## config.mk

```make
export PLATFORM = sky130hd
export DESIGN_NAME = pipe_hazard_ctrl
export DESIGN_NICKNAME = d
export VERILOG_FILES = /design/src/rtl/hzd_pkg.sv /design/src/rtl/hzd_fwd_unit.sv /design/src/rtl/hzd_stall_unit.sv /design/src/rtl/hzd_branch_unit.sv /design/src/rtl/pipe_hazard_ctrl.sv
export SDC_FILE = /design/constraint.sdc
export NUM_CORES = 1
export LEC_CHECK = 0
export CORE_MARGIN = 2
export CORE_UTILIZATION = 35
export DETAILED_ROUTE_END_ITERATION = 7
export PLACE_DENSITY = 0.95
export SLEW_MARGIN = 20
export SYNTH_ARGS = -nofsm -noshare
export SYNTH_HDL_FRONTEND = slang
export SYNTH_SLANG_ARGS = --single-unit
```

## constraint.sdc

```tcl
create_clock -name vclk -period 2.89
set_input_delay 0.4335 -clock vclk [all_inputs]
set_output_delay 0.4335 -clock vclk [all_outputs]
set_load 0.05 [all_outputs]
```

## src/rtl/hzd_pkg.sv

```systemverilog
package hzd_pkg;

    localparam int unsigned RA_W = 5;

    typedef enum logic [1:0] {
        FWD_RF  = 2'b00,
        FWD_WB  = 2'b01,
        FWD_EXM = 2'b10
    } fwd_sel_e;

    typedef enum logic {
        PC_SEQ = 1'b0,
        PC_BRT = 1'b1
    } pc_sel_e;

    typedef struct packed {
        logic            wr;
        logic            load;
        logic [RA_W-1:0] rd;
    } wr_tag_t;

    function automatic logic reg_hits(input logic wr, input logic [RA_W-1:0] rd,
                                      input logic [RA_W-1:0] rs);
        return wr && (rd != '0) && (rd == rs);
    endfunction

    function automatic logic tag_hits(input wr_tag_t t, input logic [RA_W-1:0] rs);
        return reg_hits(t.wr, t.rd, rs);
    endfunction

endpackage

```

## src/rtl/hzd_fwd_unit.sv

```systemverilog
module hzd_fwd_unit
    import hzd_pkg::*;
#(
    parameter int unsigned N_OPS = 2
) (
    input  logic                       clk,
    input  logic                       rst,
    input  logic [N_OPS-1:0][RA_W-1:0] ex_src,
    input  wr_tag_t                    exm_tag,
    input  logic                       wb_wr,
    input  logic [RA_W-1:0]            wb_rd,
    input  logic                       mem_store,
    input  logic [RA_W-1:0]            mem_data_reg,
    output logic [N_OPS-1:0][1:0]      ex_sel,
    output logic                       sd_fwd
);

    for (genvar i = 0; i < N_OPS; i++) begin : g_op
        always_comb begin
            if (tag_hits(exm_tag, ex_src[i]) && !exm_tag.load) begin
                ex_sel[i] = FWD_EXM;
            end else if (reg_hits(wb_wr, wb_rd, ex_src[i])) begin
                ex_sel[i] = FWD_WB;
            end else begin
                ex_sel[i] = FWD_RF;
            end
        end

        AST_OP_NO_R0_FWD: assert property (@(posedge clk) disable iff (rst)
            (ex_sel[i] != FWD_RF) |-> (ex_src[i] != '0))
            else $error("operand bypass selected for register 0");
    end

    always_comb begin
        sd_fwd = mem_store && reg_hits(wb_wr, wb_rd, mem_data_reg);
    end

    AST_SD_NO_R0: assert property (@(posedge clk) disable iff (rst)
        sd_fwd |-> (mem_data_reg != '0))
        else $error("store data bypass for register 0");

endmodule

```

## src/rtl/hzd_stall_unit.sv

```systemverilog
module hzd_stall_unit
    import hzd_pkg::*;
(
    input  logic            clk,
    input  logic            rst,
    input  logic [RA_W-1:0] id_rs1,
    input  logic [RA_W-1:0] id_rs2,
    input  logic            id_use_rs1,
    input  logic            id_use_rs2,
    input  logic            id_is_store,
    input  logic            id_is_branch,
    input  wr_tag_t         ex_tag,
    input  wr_tag_t         mem_tag,
    output logic            load_use,
    output logic            br_wait,
    output logic            stall
);

    logic rs1_on_ex;
    logic rs2_on_ex;

    always_comb begin
        rs1_on_ex = tag_hits(ex_tag, id_rs1);
        rs2_on_ex = tag_hits(ex_tag, id_rs2);
        // store data (rs2 of a store) is repaired later in the memory stage
        load_use  = ex_tag.load &&
                    ((id_use_rs1 && rs1_on_ex) ||
                     (id_use_rs2 && !id_is_store && rs2_on_ex));
        br_wait   = id_is_branch &&
                    (rs1_on_ex || (mem_tag.load && tag_hits(mem_tag, id_rs1)));
        stall     = load_use || br_wait;
    end

    AST_LOAD_USE_SINGLE: assert property (@(posedge clk) disable iff (rst)
        load_use |=> !load_use)
        else $error("load-use stall lasted more than one cycle");

endmodule

```

## src/rtl/hzd_branch_unit.sv

```systemverilog
module hzd_branch_unit
    import hzd_pkg::*;
(
    input  logic            id_is_branch,
    input  logic            id_br_nez,
    input  logic            id_zero,
    input  logic [RA_W-1:0] id_rs1,
    input  wr_tag_t         exm_tag,
    input  logic            wb_wr,
    input  logic [RA_W-1:0] wb_rd,
    input  logic            stall,
    output logic [1:0]      br_sel,
    output logic            taken
);

    logic cond_met;

    always_comb begin
        if (tag_hits(exm_tag, id_rs1) && !exm_tag.load) begin
            br_sel = FWD_EXM;
        end else if (reg_hits(wb_wr, wb_rd, id_rs1)) begin
            br_sel = FWD_WB;
        end else begin
            br_sel = FWD_RF;
        end
        cond_met = id_br_nez ? !id_zero : id_zero;
        taken    = id_is_branch && !stall && cond_met;
    end

endmodule

```

## src/rtl/pipe_hazard_ctrl.sv

```systemverilog
module pipe_hazard_ctrl
    import hzd_pkg::*;
(
    input  logic            clk,
    input  logic            rst,
    input  logic [RA_W-1:0] id_rs1,
    input  logic [RA_W-1:0] id_rs2,
    input  logic            id_use_rs1,
    input  logic            id_use_rs2,
    input  logic            id_is_store,
    input  logic            id_is_branch,
    input  logic            id_br_nez,
    input  logic            id_zero,
    input  logic [RA_W-1:0] ex_rs1,
    input  logic [RA_W-1:0] ex_rs2,
    input  logic [RA_W-1:0] ex_rd,
    input  logic            ex_wr,
    input  logic            ex_load,
    input  logic [RA_W-1:0] mem_rd,
    input  logic            mem_wr,
    input  logic            mem_load,
    input  logic            mem_store,
    input  logic [RA_W-1:0] mem_rs2,
    input  logic [RA_W-1:0] wb_rd,
    input  logic            wb_wr,
    output logic [1:0]      ex_fwd_a,
    output logic [1:0]      ex_fwd_b,
    output logic            mem_sd_fwd,
    output logic [1:0]      id_br_fwd,
    output logic            pc_hold,
    output logic            ifid_hold,
    output logic            idex_bubble,
    output logic            ifid_flush,
    output logic            pc_sel
);

    localparam int unsigned N_EX_OPS = 2;

    wr_tag_t                        ex_tag;
    wr_tag_t                        mem_tag;
    logic [N_EX_OPS-1:0][RA_W-1:0]  ex_src;
    logic [N_EX_OPS-1:0][1:0]       ex_sel;
    logic                           load_use;
    logic                           br_wait;
    logic                           stall;
    logic                           br_taken;

    always_comb begin
        ex_tag    = '{wr: ex_wr,  load: ex_load,  rd: ex_rd};
        mem_tag   = '{wr: mem_wr, load: mem_load, rd: mem_rd};
        ex_src[0] = ex_rs1;
        ex_src[1] = ex_rs2;
    end

    hzd_fwd_unit #(.N_OPS(N_EX_OPS)) u_fwd (
        .clk          (clk),
        .rst          (rst),
        .ex_src       (ex_src),
        .exm_tag      (mem_tag),
        .wb_wr        (wb_wr),
        .wb_rd        (wb_rd),
        .mem_store    (mem_store),
        .mem_data_reg (mem_rs2),
        .ex_sel       (ex_sel),
        .sd_fwd       (mem_sd_fwd)
    );

    hzd_stall_unit u_stall (
        .clk          (clk),
        .rst          (rst),
        .id_rs1       (id_rs1),
        .id_rs2       (id_rs2),
        .id_use_rs1   (id_use_rs1),
        .id_use_rs2   (id_use_rs2),
        .id_is_store  (id_is_store),
        .id_is_branch (id_is_branch),
        .ex_tag       (ex_tag),
        .mem_tag      (mem_tag),
        .load_use     (load_use),
        .br_wait      (br_wait),
        .stall        (stall)
    );

    hzd_branch_unit u_branch (
        .id_is_branch (id_is_branch),
        .id_br_nez    (id_br_nez),
        .id_zero      (id_zero),
        .id_rs1       (id_rs1),
        .exm_tag      (mem_tag),
        .wb_wr        (wb_wr),
        .wb_rd        (wb_rd),
        .stall        (stall),
        .br_sel       (id_br_fwd),
        .taken        (br_taken)
    );

    always_comb begin
        ex_fwd_a    = ex_sel[0];
        ex_fwd_b    = ex_sel[1];
        pc_hold     = stall;
        ifid_hold   = stall;
        idex_bubble = stall;
        ifid_flush  = br_taken;
        pc_sel      = br_taken ? PC_BRT : PC_SEQ;
    end

    AST_EXM_WINS_A: assert property (@(posedge clk) disable iff (rst)
        (mem_wr && !mem_load && mem_rd != '0 && mem_rd == ex_rs1) |-> (ex_fwd_a == FWD_EXM))
        else $error("operand A missed EX/MEM bypass");

    AST_WB_FALLBACK_B: assert property (@(posedge clk) disable iff (rst)
        (wb_wr && wb_rd != '0 && wb_rd == ex_rs2 && !(mem_wr && mem_rd == ex_rs2))
        |-> (ex_fwd_b == FWD_WB))
        else $error("operand B missed MEM/WB bypass");

    AST_STORE_DATA_NO_STALL: assert property (@(posedge clk) disable iff (rst)
        (id_is_store && !id_is_branch && ex_load && id_rs2 == ex_rd && id_rs1 != ex_rd)
        |-> !pc_hold)
        else $error("load to store data stalled");

    AST_BR_WAIT_EX: assert property (@(posedge clk) disable iff (rst)
        (id_is_branch && ex_wr && id_rs1 != '0 && ex_rd == id_rs1) |-> (pc_hold && !ifid_flush))
        else $error("branch resolved before its operand");

    AST_BR_FWD_WB: assert property (@(posedge clk) disable iff (rst)
        (id_is_branch && !pc_hold && wb_wr && id_rs1 != '0 && wb_rd == id_rs1 &&
         !(mem_wr && mem_rd == id_rs1)) |-> (id_br_fwd == FWD_WB))
        else $error("branch operand missed MEM/WB bypass");

    AST_FLUSH_NOT_HELD: assert property (@(posedge clk) disable iff (rst)
        ifid_flush |-> (!pc_hold && pc_sel == PC_BRT))
        else $error("squash during stall or without target");

endmodule

```

==> metrics <==
run status=finished with violations; violated checks=negative setup slack; global-route usage over all layers=23.9%; end-of-flow core utilization=82.3%; power per cell area=140 nW/um^2; Highest Clock Rate=0.330 GHz; hpwl dp=2690 um; Maximum Capacitance Violations=0; Worst Setup End Kind=primary output; Filler Cell Count=109; Vias=962; area of the die=2440 sq um; row count=16; largest net degree at the start of global routing=5; DRC violation total after the first TritonRoute iteration=7; number of global-route vias before repair=980; Residual DRC=0; Initial Util=36.8%; final-layout clock buffer total=0; overall routed net length=3120 um; die outline width=49.4 um; sequential standard cell area=0 sq um; net count after synthesis=146; slowest stage delay, CP=490 ps; critical path arrival=2600 ps; required time at the worst-slack endpoint=2460 ps; Non-Filler Instances=190; core area=1960 sq um; number of library cell types mapped by synthesis=25; slowest stage cell, crit path=sky130_fd_sc_hd__clkdlybuf4s50_1; Hold/Removal Path Class=input port to primary output; final sum of negative setup slack=-555 ps; Leak Pwr=0.616 nW; GRT overflow=0; area used by multi-input combinational logic=711 sq um; Max rail drop VDD=83.0 uV; final-stage net count=219; die height=49.4 um; ANT cells=0; boundary pin count=66; portion of the clock cycle consumed by the worst path in the final layout=105%; max-slew violations=0; global-route wire length before repair=4650 um; Post-CTS Hold Buffers=0; worst setup slack before clock tree synthesis=42.8 ps; Setup WS post-layout=-139 ps; fraction of the yosys area taken by sequential cells=0%; kind of critical path=input port to primary output; number of vias per cell=5.06; count of TritonRoute iterations in the first routing pass=3; gate count after technology mapping=92; post-synth design cell area=722 sq um; Detail Route Antenna Nets=0; share of final-layout standard cells stronger than drive strength 1=22.7%; WL per Instance=16.4 um; sequence of cells on the critical path=clkdlybuf4s50_1 > xor2_1 > nor4_1 > nand4_1 > o311a_4 > a31oi_4 > buf_6 > buf_12; antenna violations before repair=0; total count of hold-check failures in the final report=0; transition time at the pin with the least slew margin=474 ps; CP Max Fanout=3; Avg Synthesized Cell Area=7.85 sq um; Final Wtd Congestion=0.788; unrepaired setup endpoints after global routing=true; synth warn=0; number of buffers inserted by port buffering=64; worst-case headroom to the max-slew limit=68.1%; total chip power=0.226 mW; number of endpoints failing setup at the final stage=5; Layout area overhead=124%; placed cell count=190; sequential cell count of the final layout=0; minimum clock period after layout=3030 ps; crit start category=input port
-- path summary, 6_finish.rpt --
kind       from         end  slack (ps)  cells after the start
min   mem_store  mem_sd_fwd        1550                      4
max    ex_rd[3]     pc_hold        -140                      8
-- cell type report --
| type | instances | area share, % |
|---|---|---|
| Multi-Input combinational cell | 83 | 44.0 |
| Inverter | 1 | 0.232 |
| Tap cell | 27 | 2.09 |
| Timing Repair Buffer | 79 | 53.7 |
-- cells in the mapped netlist --
| master | instances | share of area (%) |
|---|---|---|
| sky130_fd_sc_hd__o21ai_1 | 1 | 0.69 |
| sky130_fd_sc_hd__buf_4 | 3 | 3.1 |
| sky130_fd_sc_hd__or4_1 | 5 | 5.2 |
| sky130_fd_sc_hd__a31oi_1 | 1 | 0.87 |
| sky130_fd_sc_hd__clkbuf_2 | 2 | 1.4 |
| sky130_fd_sc_hd__nor3_1 | 4 | 2.8 |
| sky130_fd_sc_hd__nor4_2 | 4 | 6.9 |
| sky130_fd_sc_hd__nand2_1 | 3 | 1.6 |
| sky130_fd_sc_hd__and4_1 | 1 | 1.2 |
| sky130_fd_sc_hd__buf_2 | 2 | 1.4 |
| sky130_fd_sc_hd__nand4_1 | 3 | 2.6 |
| sky130_fd_sc_hd__and3_1 | 1 | 0.87 |
| sky130_fd_sc_hd__xnor2_1 | 14 | 17 |
| sky130_fd_sc_hd__nor4_1 | 1 | 0.87 |
| sky130_fd_sc_hd__or3b_4 | 1 | 1.6 |
| sky130_fd_sc_hd__inv_1 | 1 | 0.52 |
| sky130_fd_sc_hd__nand3_1 | 3 | 2.1 |
| sky130_fd_sc_hd__xor2_1 | 32 | 39 |
| sky130_fd_sc_hd__nor2_1 | 4 | 2.1 |
| sky130_fd_sc_hd__nor4_4 | 1 | 2.9 |
| sky130_fd_sc_hd__o311a_2 | 1 | 1.6 |
| sky130_fd_sc_hd__nor2_2 | 1 | 0.87 |
| sky130_fd_sc_hd__clkbuf_1 | 1 | 0.52 |
| sky130_fd_sc_hd__nand4b_1 | 1 | 1.2 |
| sky130_fd_sc_hd__and4b_1 | 1 | 1.4 |
-- routing by layer --
layer  share of wire, %  track usage [%]
met5                  0                0
met3                7.9             4.91
met1                 40             26.2
met4                2.9             1.85
met2                 49             48.0
-- per-stage QoR --
| step | hold WS [ps] | cell area (sq um) |
|---|---|---|
| after global routing | 1600 | 1620 |
| after detailed placement | 1560 | 1590 |
| after floorplan | 1090 | 737 |
| final | 1550 | 1620 |
| after global placement | 1540 | 1590 |
| after CTS | 1550 | 1590 |
-- worst max-delay path: cells and delay by family --
kind	cells	cell delay [ps]
buffers and inverters	3	790
and+or+nand+nor	2	760
xor gates and xnor gates	1	210
AOI/OAI and AO/OA	2	400
-- repair_timing --
action                                  CTS  global route
setup buffers                             0             0
resized for setup                         0             5
endpoints found under the setup margin    0             5
-- cells in the final DEF (no fill, tap or decap), drive strengths merged, types with 3 or more instances in the layout --
master and instances:
clkdlybuf4s50 51, nor3 4, nand2 3, nand4 3, nor4 6, nand3 3
nor2 5, xor2 32, xnor2 14, buf 27, or4 5
-- kinds of logic after synthesis --
logic type	after synthesis	share of synthesized area, %
AOI/OAI and AO/OA	3	3.12
xor gates and xnor gates	46	55.8
buffers and inverters	9	6.93
and+or+nand+nor	34	34.1
-- power breakdown --
group | switching (mW) | internal (mW) | total (mW)
registers | 0 | 0 | 0
logic | 0.0973 | 0.129 | 0.226
clock network | 0 | 0 | 0
total | 0.0973 | 0.129 | 0.226
Power figures use the tool's default switching activity.
